$ cat config.mk
export PLATFORM = sky130hd
export DESIGN_NAME = fmbist_ctrl
export DESIGN_NICKNAME = d
export VERILOG_FILES = /design/src/rtl/fmbist_pkg.sv /design/src/rtl/fmbist_addr.sv /design/src/rtl/fmbist_timer.sv /design/src/rtl/fmbist_ctrl.sv
export SDC_FILE = /design/constraint.sdc
export NUM_CORES = 1
export LEC_CHECK = 0
export ABC_AREA = 1
export ABC_CLOCK_PERIOD_IN_PS = 3900
export CAP_MARGIN = 25
export CORE_MARGIN = 5
export CORE_UTILIZATION = 40
export CTS_BUF_LIST = sky130_fd_sc_hd__clkbuf_2
export DETAILED_ROUTE_END_ITERATION = 10
export PLACE_DENSITY = 0.6
export SYNTH_ARGS = -nofsm -noshare
export SYNTH_HDL_FRONTEND = slang
export SYNTH_SLANG_ARGS = --single-unit
$ cat constraint.sdc
create_clock -name clk -period 3.9 [get_ports clk]
set_input_delay 0.585 -clock clk [delete_from_list [all_inputs] [get_ports clk]]
set_output_delay 0.585 -clock clk [all_outputs]
set_load 0.01 [all_outputs]
$ cat src/rtl/fmbist_pkg.sv
package fmbist_pkg;

    // Command code on the array port
    typedef enum logic [1:0] {
        AOP_IDLE  = 2'b00,
        AOP_ERASE = 2'b01,
        AOP_PROG  = 2'b10,
        AOP_READ  = 2'b11
    } aop_e;

    // Per-address operation inside a march element
    typedef enum logic [2:0] {
        MOP_R1,
        MOP_W0,
        MOP_R0,
        MOP_WP,
        MOP_RP
    } mop_e;

    typedef enum logic [2:0] {
        ST_IDLE,
        ST_INIT,
        ST_ISSUE,
        ST_WAIT,
        ST_PEN,
        ST_ADV,
        ST_DONE
    } st_e;

    localparam int unsigned SOLID_ELEMS = 6;

endpackage

$ cat src/rtl/fmbist_addr.sv
module fmbist_addr #(
    parameter int AW = 4
) (
    input  logic          clk,
    input  logic          rst_n,
    input  logic          init,
    input  logic          step,
    input  logic          down,
    output logic [AW-1:0] addr,
    output logic          last
);

    logic [AW-1:0] addr_d, addr_q;
    logic          down_d, down_q;

    always_comb begin
        addr_d = addr_q;
        down_d = down_q;
        if (init) begin
            down_d = down;
            addr_d = down ? '1 : '0;
        end else if (step) begin
            addr_d = down_q ? addr_q - 1'b1 : addr_q + 1'b1;
        end
    end

    always_ff @(posedge clk) begin
        if (!rst_n) begin
            addr_q <= '0;
            down_q <= 1'b0;
        end else begin
            addr_q <= addr_d;
            down_q <= down_d;
        end
    end

    assign addr = addr_q;
    assign last = down_q ? (addr_q == '0) : (addr_q == '1);

    // The sequencer must move to the next element instead of wrapping
    p_step_in_range_r4: assert property (@(posedge clk) disable iff (!rst_n)
        step |-> !last)
        else $error("address counter stepped past its end");

endmodule

$ cat src/rtl/fmbist_timer.sv
module fmbist_timer #(
    parameter int TW = 8
) (
    input  logic          clk,
    input  logic          rst_n,
    input  logic          load,
    input  logic [TW-1:0] val,
    output logic          zero
);

    logic [TW-1:0] cnt_d, cnt_q;

    always_comb begin
        cnt_d = cnt_q;
        if (load) begin
            cnt_d = val;
        end else if (cnt_q != '0) begin
            cnt_d = cnt_q - 1'b1;
        end
    end

    always_ff @(posedge clk) begin
        if (!rst_n) begin
            cnt_q <= '0;
        end else begin
            cnt_q <= cnt_d;
        end
    end

    assign zero = (cnt_q == '0);

endmodule

$ cat src/rtl/fmbist_ctrl.sv
module fmbist_ctrl
    import fmbist_pkg::*;
#(
    parameter int AW        = 10,
    parameter int W         = 8,
    parameter int EW        = $clog2(6 + 6 * $clog2(W) + 1),
    parameter int ERASE_TMO = 25_000_000,
    parameter int PROG_TMO  = 3000,
    parameter int READ_TMO  = 64,
    parameter int ERASE_PEN = 250_000,
    parameter int PROG_PEN  = 2100
) (
    input  logic          clk,
    input  logic          rst_n,
    input  logic          start,
    input  logic          cfg_addr_scr,
    input  logic          cfg_data_scr,
    input  logic          cfg_bg_en,
    output logic          arr_req,
    output logic [1:0]    arr_op,
    output logic [AW-1:0] arr_addr,
    output logic [W-1:0]  arr_wdata,
    input  logic          arr_ready,
    input  logic [W-1:0]  arr_rdata,
    output logic          done,
    output logic          pass,
    output logic          fail,
    output logic          fail_tmo,
    output logic [AW-1:0] fail_addr,
    output logic [W-1:0]  fail_exp,
    output logic [W-1:0]  fail_got,
    output logic [EW-1:0] fail_elem
);

    localparam int LOG2W = $clog2(W);
    localparam int KW    = (LOG2W > 1) ? $clog2(LOG2W) : 1;
    localparam int NELEM = 6 + 6 * LOG2W;
    localparam int TM1   = (ERASE_TMO > PROG_TMO) ? ERASE_TMO : PROG_TMO;
    localparam int TM2   = (TM1 > READ_TMO) ? TM1 : READ_TMO;
    localparam int TM3   = (TM2 > ERASE_PEN) ? TM2 : ERASE_PEN;
    localparam int TMAX  = (TM3 > PROG_PEN) ? TM3 : PROG_PEN;
    localparam int TW    = $clog2(TMAX + 1);

    typedef struct packed {
        st_e           st;
        logic [EW-1:0] elem;
        logic [1:0]    opi;
        logic          scr_a;
        logic          scr_d;
        logic          bg_en;
        logic          done;
        logic          pass;
        logic          fail;
        logic          tmo;
        logic [AW-1:0] faddr;
        logic [W-1:0]  fexp;
        logic [W-1:0]  fgot;
        logic [EW-1:0] felem;
    } regs_t;

    regs_t r_d, r_q;

    function automatic logic [W-1:0] bg_pattern(input logic [KW-1:0] k);
        logic [W-1:0] p;
        for (int i = 0; i < W; i++) p[i] = ~i[k];
        return p;
    endfunction

    function automatic logic [W-1:0] bit_rev(input logic [W-1:0] d);
        logic [W-1:0] o;
        for (int i = 0; i < W; i++) o[i] = d[W-1-i];
        return o;
    endfunction

    // Element decode
    logic          el_erase, el_down;
    logic [1:0]    el_nops;
    mop_e          cur_op;
    logic [KW-1:0] bg_k;
    logic          bg_inv;
    logic [EW-1:0] rel, pass_i, sub_i;

    always_comb begin
        el_erase = 1'b0;
        el_down  = 1'b0;
        el_nops  = 2'd1;
        cur_op   = MOP_R0;
        rel      = r_q.elem - EW'(SOLID_ELEMS);
        pass_i   = rel / EW'(3);
        sub_i    = rel % EW'(3);
        bg_k     = KW'(pass_i >> 1);
        bg_inv   = pass_i[0];
        if (r_q.elem < EW'(SOLID_ELEMS)) begin
            unique case (r_q.elem[2:0])
                3'd0, 3'd3: el_erase = 1'b1;
                3'd1, 3'd4: begin
                    el_down = (r_q.elem[2:0] == 3'd4);
                    el_nops = 2'd3;
                    cur_op  = (r_q.opi == 2'd0) ? MOP_R1 :
                              (r_q.opi == 2'd1) ? MOP_W0 : MOP_R0;
                end
                default: cur_op = MOP_R0;
            endcase
        end else begin
            el_erase = (sub_i == EW'(0));
            cur_op   = (sub_i == EW'(1)) ? MOP_WP : MOP_RP;
        end
    end

    // Operation data and array command
    logic [W-1:0]  pat, op_data, rd_log;
    logic [AW-1:0] a_log;
    logic          a_last, a_init, a_step;
    aop_e          cur_aop;
    logic          t_load, t_zero;
    logic [TW-1:0] t_val, tmo_val, pen_val;
    logic [EW-1:0] last_elem;

    always_comb begin
        pat = bg_pattern(bg_k) ^ {W{bg_inv}};
        unique case (cur_op)
            MOP_R1:         op_data = '1;
            MOP_W0, MOP_R0: op_data = '0;
            default:        op_data = pat;
        endcase
        if (el_erase)                                 cur_aop = AOP_ERASE;
        else if (cur_op == MOP_W0 || cur_op == MOP_WP) cur_aop = AOP_PROG;
        else                                          cur_aop = AOP_READ;
        unique case (cur_aop)
            AOP_ERASE: begin tmo_val = TW'(ERASE_TMO); pen_val = TW'(ERASE_PEN); end
            AOP_PROG:  begin tmo_val = TW'(PROG_TMO);  pen_val = TW'(PROG_PEN);  end
            default:   begin tmo_val = TW'(READ_TMO);  pen_val = '0;             end
        endcase
        rd_log    = r_q.scr_d ? bit_rev(arr_rdata) : arr_rdata;
        last_elem = r_q.bg_en ? EW'(NELEM - 1) : EW'(SOLID_ELEMS - 1);
    end

    assign arr_req   = (r_q.st == ST_ISSUE);
    assign arr_op    = arr_req ? cur_aop : AOP_IDLE;
    assign arr_addr  = el_erase ? '0 : (r_q.scr_a ? (a_log ^ (a_log >> 1)) : a_log);
    assign arr_wdata = r_q.scr_d ? bit_rev(op_data) : op_data;

    // Next-state
    always_comb begin
        r_d    = r_q;
        t_load = 1'b0;
        t_val  = tmo_val;
        a_init = 1'b0;
        a_step = 1'b0;
        unique case (r_q.st)
            ST_IDLE, ST_DONE: if (start) begin
                r_d       = '0;
                r_d.st    = ST_INIT;
                r_d.scr_a = cfg_addr_scr;
                r_d.scr_d = cfg_data_scr;
                r_d.bg_en = cfg_bg_en;
            end
            ST_INIT: begin
                a_init = 1'b1;
                r_d.st = ST_ISSUE;
            end
            ST_ISSUE: begin
                t_load = 1'b1;
                r_d.st = ST_WAIT;
            end
            ST_WAIT: begin
                if (arr_ready) begin
                    if (cur_aop == AOP_READ && rd_log != op_data) begin
                        r_d.st   = ST_DONE;
                        r_d.done = 1'b1;
                        r_d.fail = 1'b1;
                    end else if (cur_aop == AOP_READ) begin
                        r_d.st = ST_ADV;
                    end else begin
                        t_load = 1'b1;
                        t_val  = pen_val;
                        r_d.st = ST_PEN;
                    end
                end else if (t_zero) begin
                    r_d.st   = ST_DONE;
                    r_d.done = 1'b1;
                    r_d.fail = 1'b1;
                    r_d.tmo  = 1'b1;
                end
                if (r_d.fail) begin
                    r_d.faddr = a_log;
                    r_d.fexp  = op_data;
                    r_d.fgot  = rd_log;
                    r_d.felem = r_q.elem;
                end
            end
            ST_PEN: if (t_zero) r_d.st = ST_ADV;
            ST_ADV: begin
                if (!el_erase && (r_q.opi + 2'd1) < el_nops) begin
                    r_d.opi = r_q.opi + 2'd1;
                    r_d.st  = ST_ISSUE;
                end else if (el_erase || a_last) begin
                    r_d.opi = 2'd0;
                    if (r_q.elem == last_elem) begin
                        r_d.st   = ST_DONE;
                        r_d.done = 1'b1;
                        r_d.pass = 1'b1;
                    end else begin
                        r_d.elem = r_q.elem + 1'b1;
                        r_d.st   = ST_INIT;
                    end
                end else begin
                    a_step  = 1'b1;
                    r_d.opi = 2'd0;
                    r_d.st  = ST_ISSUE;
                end
            end
            default: r_d.st = ST_IDLE;
        endcase
    end

    always_ff @(posedge clk) begin
        if (!rst_n) r_q <= '0;
        else        r_q <= r_d;
    end

    fmbist_addr #(.AW(AW)) i_addr (
        .clk   (clk),
        .rst_n (rst_n),
        .init  (a_init),
        .step  (a_step),
        .down  (el_down),
        .addr  (a_log),
        .last  (a_last)
    );

    fmbist_timer #(.TW(TW)) i_timer (
        .clk   (clk),
        .rst_n (rst_n),
        .load  (t_load),
        .val   (t_val),
        .zero  (t_zero)
    );

    assign done      = r_q.done;
    assign pass      = r_q.pass;
    assign fail      = r_q.fail;
    assign fail_tmo  = r_q.tmo;
    assign fail_addr = r_q.faddr;
    assign fail_exp  = r_q.fexp;
    assign fail_got  = r_q.fgot;
    assign fail_elem = r_q.felem;

    // Erase counter kept only for the budget property
    logic [7:0] ers_cnt_q;
    always_ff @(posedge clk) begin
        if (!rst_n || ((r_q.st == ST_IDLE || r_q.st == ST_DONE) && start)) ers_cnt_q <= '0;
        else if (arr_req && arr_op == AOP_ERASE)                             ers_cnt_q <= ers_cnt_q + 1'b1;
    end

    p_req_pulse_r2: assert property (@(posedge clk) disable iff (!rst_n)
        arr_req |=> !arr_req)
        else $error("request lasted more than one cycle");

    p_one_verdict_r12: assert property (@(posedge clk) disable iff (!rst_n)
        done |-> (pass ^ fail))
        else $error("finished without exactly one verdict");

    p_hold_result_r12: assert property (@(posedge clk) disable iff (!rst_n)
        (r_q.st == ST_DONE && !start) |=> $stable({done, pass, fail, fail_tmo, fail_addr,
                                                    fail_exp, fail_got, fail_elem}))
        else $error("result changed without a start");

    p_tmo_is_fail_r9: assert property (@(posedge clk) disable iff (!rst_n)
        fail_tmo |-> (fail && done))
        else $error("timeout flag without failure");

    p_erase_budget_r5: assert property (@(posedge clk) disable iff (!rst_n)
        (done && pass) |-> (ers_cnt_q == (r_q.bg_en ? 8'(2 + 2 * LOG2W) : 8'd2)))
        else $error("erase count differs from budget");

endmodule

; After elaboration in Yosys (flattened, before gate mapping)
; Index checks and enable logic that the tools add are counted.
[totals]
register_bits = 84
in_bits = 15
output_inout_bits = 56
elab_cells = 187
[op_classes]
addsub = 6
div = 2
magnitude_cmp = 3
eq_ne = 31
muxes = 87
bitwise_logic = 10
n_reduce_logical = 31
[op_table]
columns = operator, n
row1 = 2-to-1 mux 25 bit, 6
row2 = case mux 33 bit (2 select lines), 1
row3 = 2-to-1 mux 10 bit, 6
row4 = case mux 25 bit (2 select lines), 1
row5 = 2-to-1 mux 48 bit, 1
row6 = case mux 18 bit (2 select lines), 1
row7 = 2-to-1 mux 31 bit, 1
row8 = 2-to-1 mux 1 bit, 29
row9 = 2-to-1 mux 2 bit, 13
row10 = zero test 25 bit, 1
row11 = nonzero test 25 bit, 1
row12 = "subtractor 25 x 1 -> 25 bit, second input constant", 1
row13 = 2-to-1 mux 3 bit, 8
row14 = 2-to-1 mux 5 bit, 4
row15 = case mux 3 bit (6 select lines), 1
row16 = binary-select mux 1 bit (select 2 bit), 8
row17 = 2-to-1 mux 8 bit, 2
row18 = case mux 8 bit (2 select lines), 1
row19 = "equality test 3 x 2 -> 1 bit, second input constant", 5
row20 = case mux 7 bit (2 select lines), 1
row21 = "equality test 3 bit, second input constant", 4
row22 = "!= test 2 bit, second input constant", 6
row23 = "adder 10 x 1 -> 10 bit, second input constant", 1
row24 = "equality test 10 bit, second input constant", 1
row25 = other kinds (38), 66

; Longest topological paths before layout
[logic_depth]
ltp_word = 16
depth_mapped = 38
depth_no_buf = 36

; Modules after synthesis
; From an unflattened synthesis, not the netlist that was laid out.
[unflattened]
cells_unflattened = 1028
hier_area_um2 = 6691.4
[modules_own_cells]
columns = mod, instances, cells_per_inst, area_each_um2, seq_area_each_um2
row1 = fmbist_ctrl, 1, 603, 3921.3, 960.9
row2 = fmbist_timer, 1, 279, 1830.5, 500.5
row3 = fmbist_addr, 1, 146, 939.7, 220.2

; Worst setup path after synthesis
; Ideal clock, no wire load.
[synth_path]
kind = reg2out
start = register r_q[41] (netlist name)
end = output arr_addr[3]
arrival_ns = 3.601
t_required_ns = 3.315
path_slack_ns = -0.286
path_stages_with_launch = 27
path_buffers = 2
cell_sequence = dfxtp_1 > ha_1 > inv_1 > nand2_1 > nand2_1 > nand3_2 > inv_2 > ha_1 > nand2_1 > nand2_2 > inv_2 > nand2_4 > a21oi_1 > nand2_2 > nand2_4 > nand3_1 > nand2_1 > inv_1 > ha_1 > nor2_8 > nand3_4 > buf_6 > xor2_1 > nand4_2 > nand2_4 > buf_1 > a21oi_1
[synth_between]
elab_chain_cells = 5
word_cells_on_any_way = 10
cone_classes = 1 x add/sub / 1 x div / 1 x order compare / 1 x eq/ne / 3 x mux / 3 x reduce/logical
[synth_lines]
columns = element, line
row1 = start: declaration, fmbist_ctrl.sv:61  ; regs_t r_d, r_q;
row2 = start signal: assignment, fmbist_ctrl.sv:219  ; else r_q <= r_d;
row3 = "subtractor 5 x 3 -> 5 bit, or another cell as far along", fmbist_ctrl.sv:88  ; rel = r_q.elem - EW'(SOLID_ELEMS);
row4 = modulo 5 x 2 -> 5 bit or OR reduction 2 bit (tied branches), "fmbist_ctrl.sv:90, fmbist_ctrl.sv:94"
row5 = zero test 5 bit or 2-to-1 mux 1 bit (tied branches), "fmbist_ctrl.sv:105, fmbist_ctrl.sv:94"
row6 = 2-to-1 mux 1 bit (*), fmbist_ctrl.sv:93  ; if (r_q.elem < EW'(SOLID_ELEMS)) begin
row7 = 2-to-1 mux 10 bit (*), fmbist_ctrl.sv:140  ; assign arr_addr = el_erase ? '0 : (r_q.scr_a ? (a_log ^ (a_log >> 1)) : a_log);
row8 = end: declaration, fmbist_ctrl.sv:21  ; output logic [AW-1:0] arr_addr,
; Mark *: on every way between the ends. The rest lies on a longest branch, timed or not.

; Final worst setup path
[layout_path]
start = register r_q[41] (netlist name)
end = output arr_op[0]
[layout_between]
elab_chain_cells = 10
word_cells_on_any_way = 22
cone_classes = 1 x add/sub / 1 x div / 1 x order compare / 6 x eq/ne / 8 x mux / 5 x reduce/logical
[layout_lines]
columns = element, line
row1 = subtractor 5 x 3 -> 5 bit, fmbist_ctrl.sv:88
row2 = modulo 5 x 2 -> 5 bit, fmbist_ctrl.sv:90  ; sub_i = rel % EW'(3);
row3 = equality test 5 x 1 -> 1 bit, fmbist_ctrl.sv:106  ; cur_op = (sub_i == EW'(1)) ? MOP_WP : MOP_RP;
row4 = 2-to-1 mux 3 bit, fmbist_ctrl.sv:106
row5 = 2-to-1 mux 3 bit, fmbist_ctrl.sv:93
row6 = equality test 3 x 1 -> 1 bit or equality test 3 x 2 -> 1 bit (tied branches), fmbist_ctrl.sv:127  ; else if (cur_op == MOP_W0 || cur_op == MOP_WP) cur_aop = AOP_PROG;
row7 = logical OR 1 bit, fmbist_ctrl.sv:127
row8 = 2-to-1 mux 1 bit, fmbist_ctrl.sv:127
row9 = 2-to-1 mux 2 bit (*), fmbist_ctrl.sv:126  ; if (el_erase) cur_aop = AOP_ERASE;
row10 = 2-to-1 mux 2 bit (*), fmbist_ctrl.sv:139  ; assign arr_op = arr_req ? cur_aop : AOP_IDLE;
row11 = end: declaration, fmbist_ctrl.sv:20  ; output logic [1:0] arr_op,
; Marks and branches as above.

==> impl_metrics.py <==
metrics = {
    "synthesis": {
        "ys_seq_area_frac": 0.264,
        "synth_top_area_frac": 0.264,
        "synthesis.area_um2": 6370,
        "ys_top_cells_by_count": "nand2_1 (269), inv_1 (147), nor2_1 (145)",
        "synth-main-ff-cell": "dfxtp_1",
        "synth_edf_count": 0,
        "synthTopCellsByArea": "dfxtp_1 (26%), nand2_1 (16%), inv_1 (8.7%)",
        "synth.avg_cell_area_um2": 6.26,
        "yosysUniqueCellTypes": 46,
        "ys_async_sr_fraction": 0,
        "yosysMostFrequentCell": "nand2_1",
        "synth_nets": 1068,
        "synth-warning-count": 0,
        "synth_cells": 1017,
        "yosysTopAreaCell": "dfxtp_1",
        "synth-seq-cells": 84,
    },
    "routing": {
        "via_per_inst": 4.83,
        "wl_um": 18700,
        "drt_drc_violations_left": 0,
        "drtIter0Drc": 394,
        "wl_per_cell_um": 13.4,
        "detail-route-antenna-nets": 0,
        "routed-via-count": 6696,
        "first_pass_iters": 5,
    },
    "pwr": {
        "pwr-share-clk": 0.109,
        "p_leak_nw": 4.07,
        "p_sw_mw": 1.57,
        "sequentialPowerShare": 0.333,
        "vdd.ir_drop.worst_mv": 0.177,
        "comb_power_share": 0.557,
        "finalPower_mw": 3.55,
        "switching_share": 0.442,
        "power_density_nw_per_um2": 408,
        "p_int_mw": 1.98,
    },
    "clock_tree": {
        "cts_tree": "built",
        "htree_levels": 3,
        "cts_buffers": 9,
        "insertion_delay_ps": 590,
        "max-clock-path-buffers": 2,
        "cts_root_buf": "clkbuf_2",
        "clock-sinks": 84,
        "path_clk_slew_ps": 220,
    },
    "layout": {
        "drive_above_1_share": 0.285,
        "area_growth_pct": 36.6,
        "nFillCells": 1573,
        "utilization": 0.552,
        "nNetsFinal": 1217,
    },
    "die": {
        "die_x_um": 136,
        "ios": 71,
        "die_area_um2": 18500,
        "start_util": 0.404,
        "die_h_um": 136,
        "num_rows": 46,
        "coreArea_um2": 15800,
    },
    "critical_path": {
        "rr_startpoint": "r_q[41]",
        "cp_top_family": "simple AND/OR/NAND/NOR gates",
        "crit_arrival_ps": 3600,
        "reg2reg_slack_ps": -100,
        "cp_slowest_cell": "dfxtp_4",
        "cp_data_required_time_ps": 3310,
        "cp_slowest_stage_delay_ps": 400,
        "worstSetupPathType": "reg2out",
        "reg2reg_depth": 38,
        "endpoint": "arr_op[0]",
        "path_depth": 29,
        "critPathBufInv": 7,
        "cp-end-kind": "output pin",
        "critPathMaxFanout": 6,
        "worstReg2RegEnd": "fail_got[5]",
        "startpoint_type": "flip-flop",
        "startpoint": "r_q[41]",
    },
    "global_route": {
        "grt_start_max_net_pins": 31,
        "antenna_found_initial": 1,
        "overflow": 0,
        "track_usage": 0.201,
        "grt_pass1_vias": 6264,
        "grt_pass1_wl_um": 30000,
    },
    "outcome": {
        "violations": "negative setup slack",
        "status": "finished, violations left",
    },
    "sta": {
        "grt_setup_unrepaired": "true",
        "setup_tns_ps": -5680,
        "finalHoldViolCount": 0,
        "fin_crit_ps": 4180,
        "maxSlewHeadroom": 0.540,
        "fmax_ghz": 0.239,
        "slew_violations": 0,
        "fin_worst_skew_ps": 32.0,
        "fin_crit_sh": 1.07,
        "layout_setup_ws_ps": -284,
        "worst_pin_slew_ps": 689,
        "hold_slack_ps": 491,
        "finalSetupViolCount": 51,
    },
    "min_path": {
        "hp-start": "fail_tmo",
        "min_path_type": "reg2reg",
    },
    "placement": {
        "post-place-ws_ps": -366,
        "port_buffers": 70,
        "gp_congestion": 0.915,
        "hpwl_um": 13100,
    },
    "run": {
        "max-cap-violations": 0,
    },
}
==> cells by family (layout without fill, tap and decap cells) <==
family,Yosys count,after routing,synth area share
other,0,1,0
xor gates and xnor gates,22,22,0.0303
AOI/OAI and AO/OA,132,132,0.116
buffers and inverters,211,364,0.147
DFF,84,84,0.264
and+or+nand+nor,532,532,0.370
adders and majority gates,36,36,0.0719
==> metrics by stage <==
step / std cells / instance area (um2)
final: 1387 / 8700
after global routing: 1387 / 8700
after CTS: 1369 / 8160
after detailed placement: 1315 / 7550
after global placement: 1315 / 7550
after floorplan: 1017 / 6390
==> worst register-to-register path, delay by kind of cell, from the launching register on <==
family                   cells  cell delay [ps]
AO/OA/AOI/OAI                1               70
adder cells (fa/ha/maj)      2              320
buffers and inverters       11             1210
flip-flops                   1              400
AND/OR/NAND/NOR             24             1900
==> registers in the layout, summed over array words and instances, names as in the netlist <==
| signal | flops |
|---|---|
| fail_elem | 5 |
| fail | 1 |
| fail_got | 8 |
| fail_addr | 10 |
| r_q | 13 |
| i_timer.cnt_q | 25 |
| i_addr.addr | 10 |
| fail_exp | 8 |
| done | 1 |
| fail_tmo | 1 |
| i_addr.down_q | 1 |
| pass | 1 |
==> metal layers <==
metal	wire length (um)	up-vias	GRT usage
met5	0	-	0
met4	495	0	0.0638
met3	1050	39	0.0400
met2	8520	174	0.330
met1	8580	3013	0.265
li1	-	3470	-
==> worst min path at each step <==
| stage | to | slack, ps | cells past startpoint |
|---|---|---|---|
| floorplan | i_timer.cnt_q[0] | 450 | 2 |
| global placement | fail_tmo | 460 | 2 |
| detailed placement | fail_tmo | 460 | 2 |
| CTS | fail_tmo | 490 | 2 |
| global route | fail_tmo | 510 | 2 |
| finish | fail_tmo | 490 | 2 |
==> power by group through the flow <==
stage | clock network [mW] | registers [mW] | logic [mW]
after detailed placement | 0 | 1.20 | 1.64
final | 0.389 | 1.18 | 1.98
after CTS | 0.407 | 1.18 | 1.79
after global routing | 0.447 | 1.21 | 2.20
after global placement | 0 | 1.20 | 1.63
after floorplan | 0 | 1.14 | 1.23
==> area by class of cell <==
cell class,instances,area [um2],area share
Multi-Input combinational cell,722,4280,0.492
Timing Repair Buffer,193,1770,0.204
Sequential cell,84,1690,0.194
Inverter,155,597,0.0686
Tap cell,216,270,0.0311
Clock buffer,9,45.0,0.00518
Clock inverter,6,32.5,0.00374
Timing Repair inverter,1,11.3,0.00129
Antenna cell,1,2.50,0.000288
==> placed cells by master, fill, tap and decap left out, drive strengths merged, types with 19 or more instances in the layout <==
| cell | Yosys | final |
|---|---|---|
| nand3 | 49 | 49 |
| clkdlybuf4s50 | 0 | 50 |
| inv | 154 | 155 |
| dfxtp | 84 | 84 |
| nand4 | 19 | 19 |
| ha | 35 | 35 |
| buf | 43 | 141 |
| a21oi | 60 | 60 |
| nand2 | 281 | 281 |
| nor2 | 150 | 150 |
| o21ai | 54 | 54 |
==> repair_timing <==
item / CTS / global route
hold endpoints to repair: 0 / 0
hold buffers: 0 / 0
cloned: 3 / 3
pin swaps: 24 / 51
setup buffers: 38 / 21
endpoints found under the setup margin: 94 / 97
resized for setup: 160 / 130
Note: power is estimated with default switching activity, not from simulation.
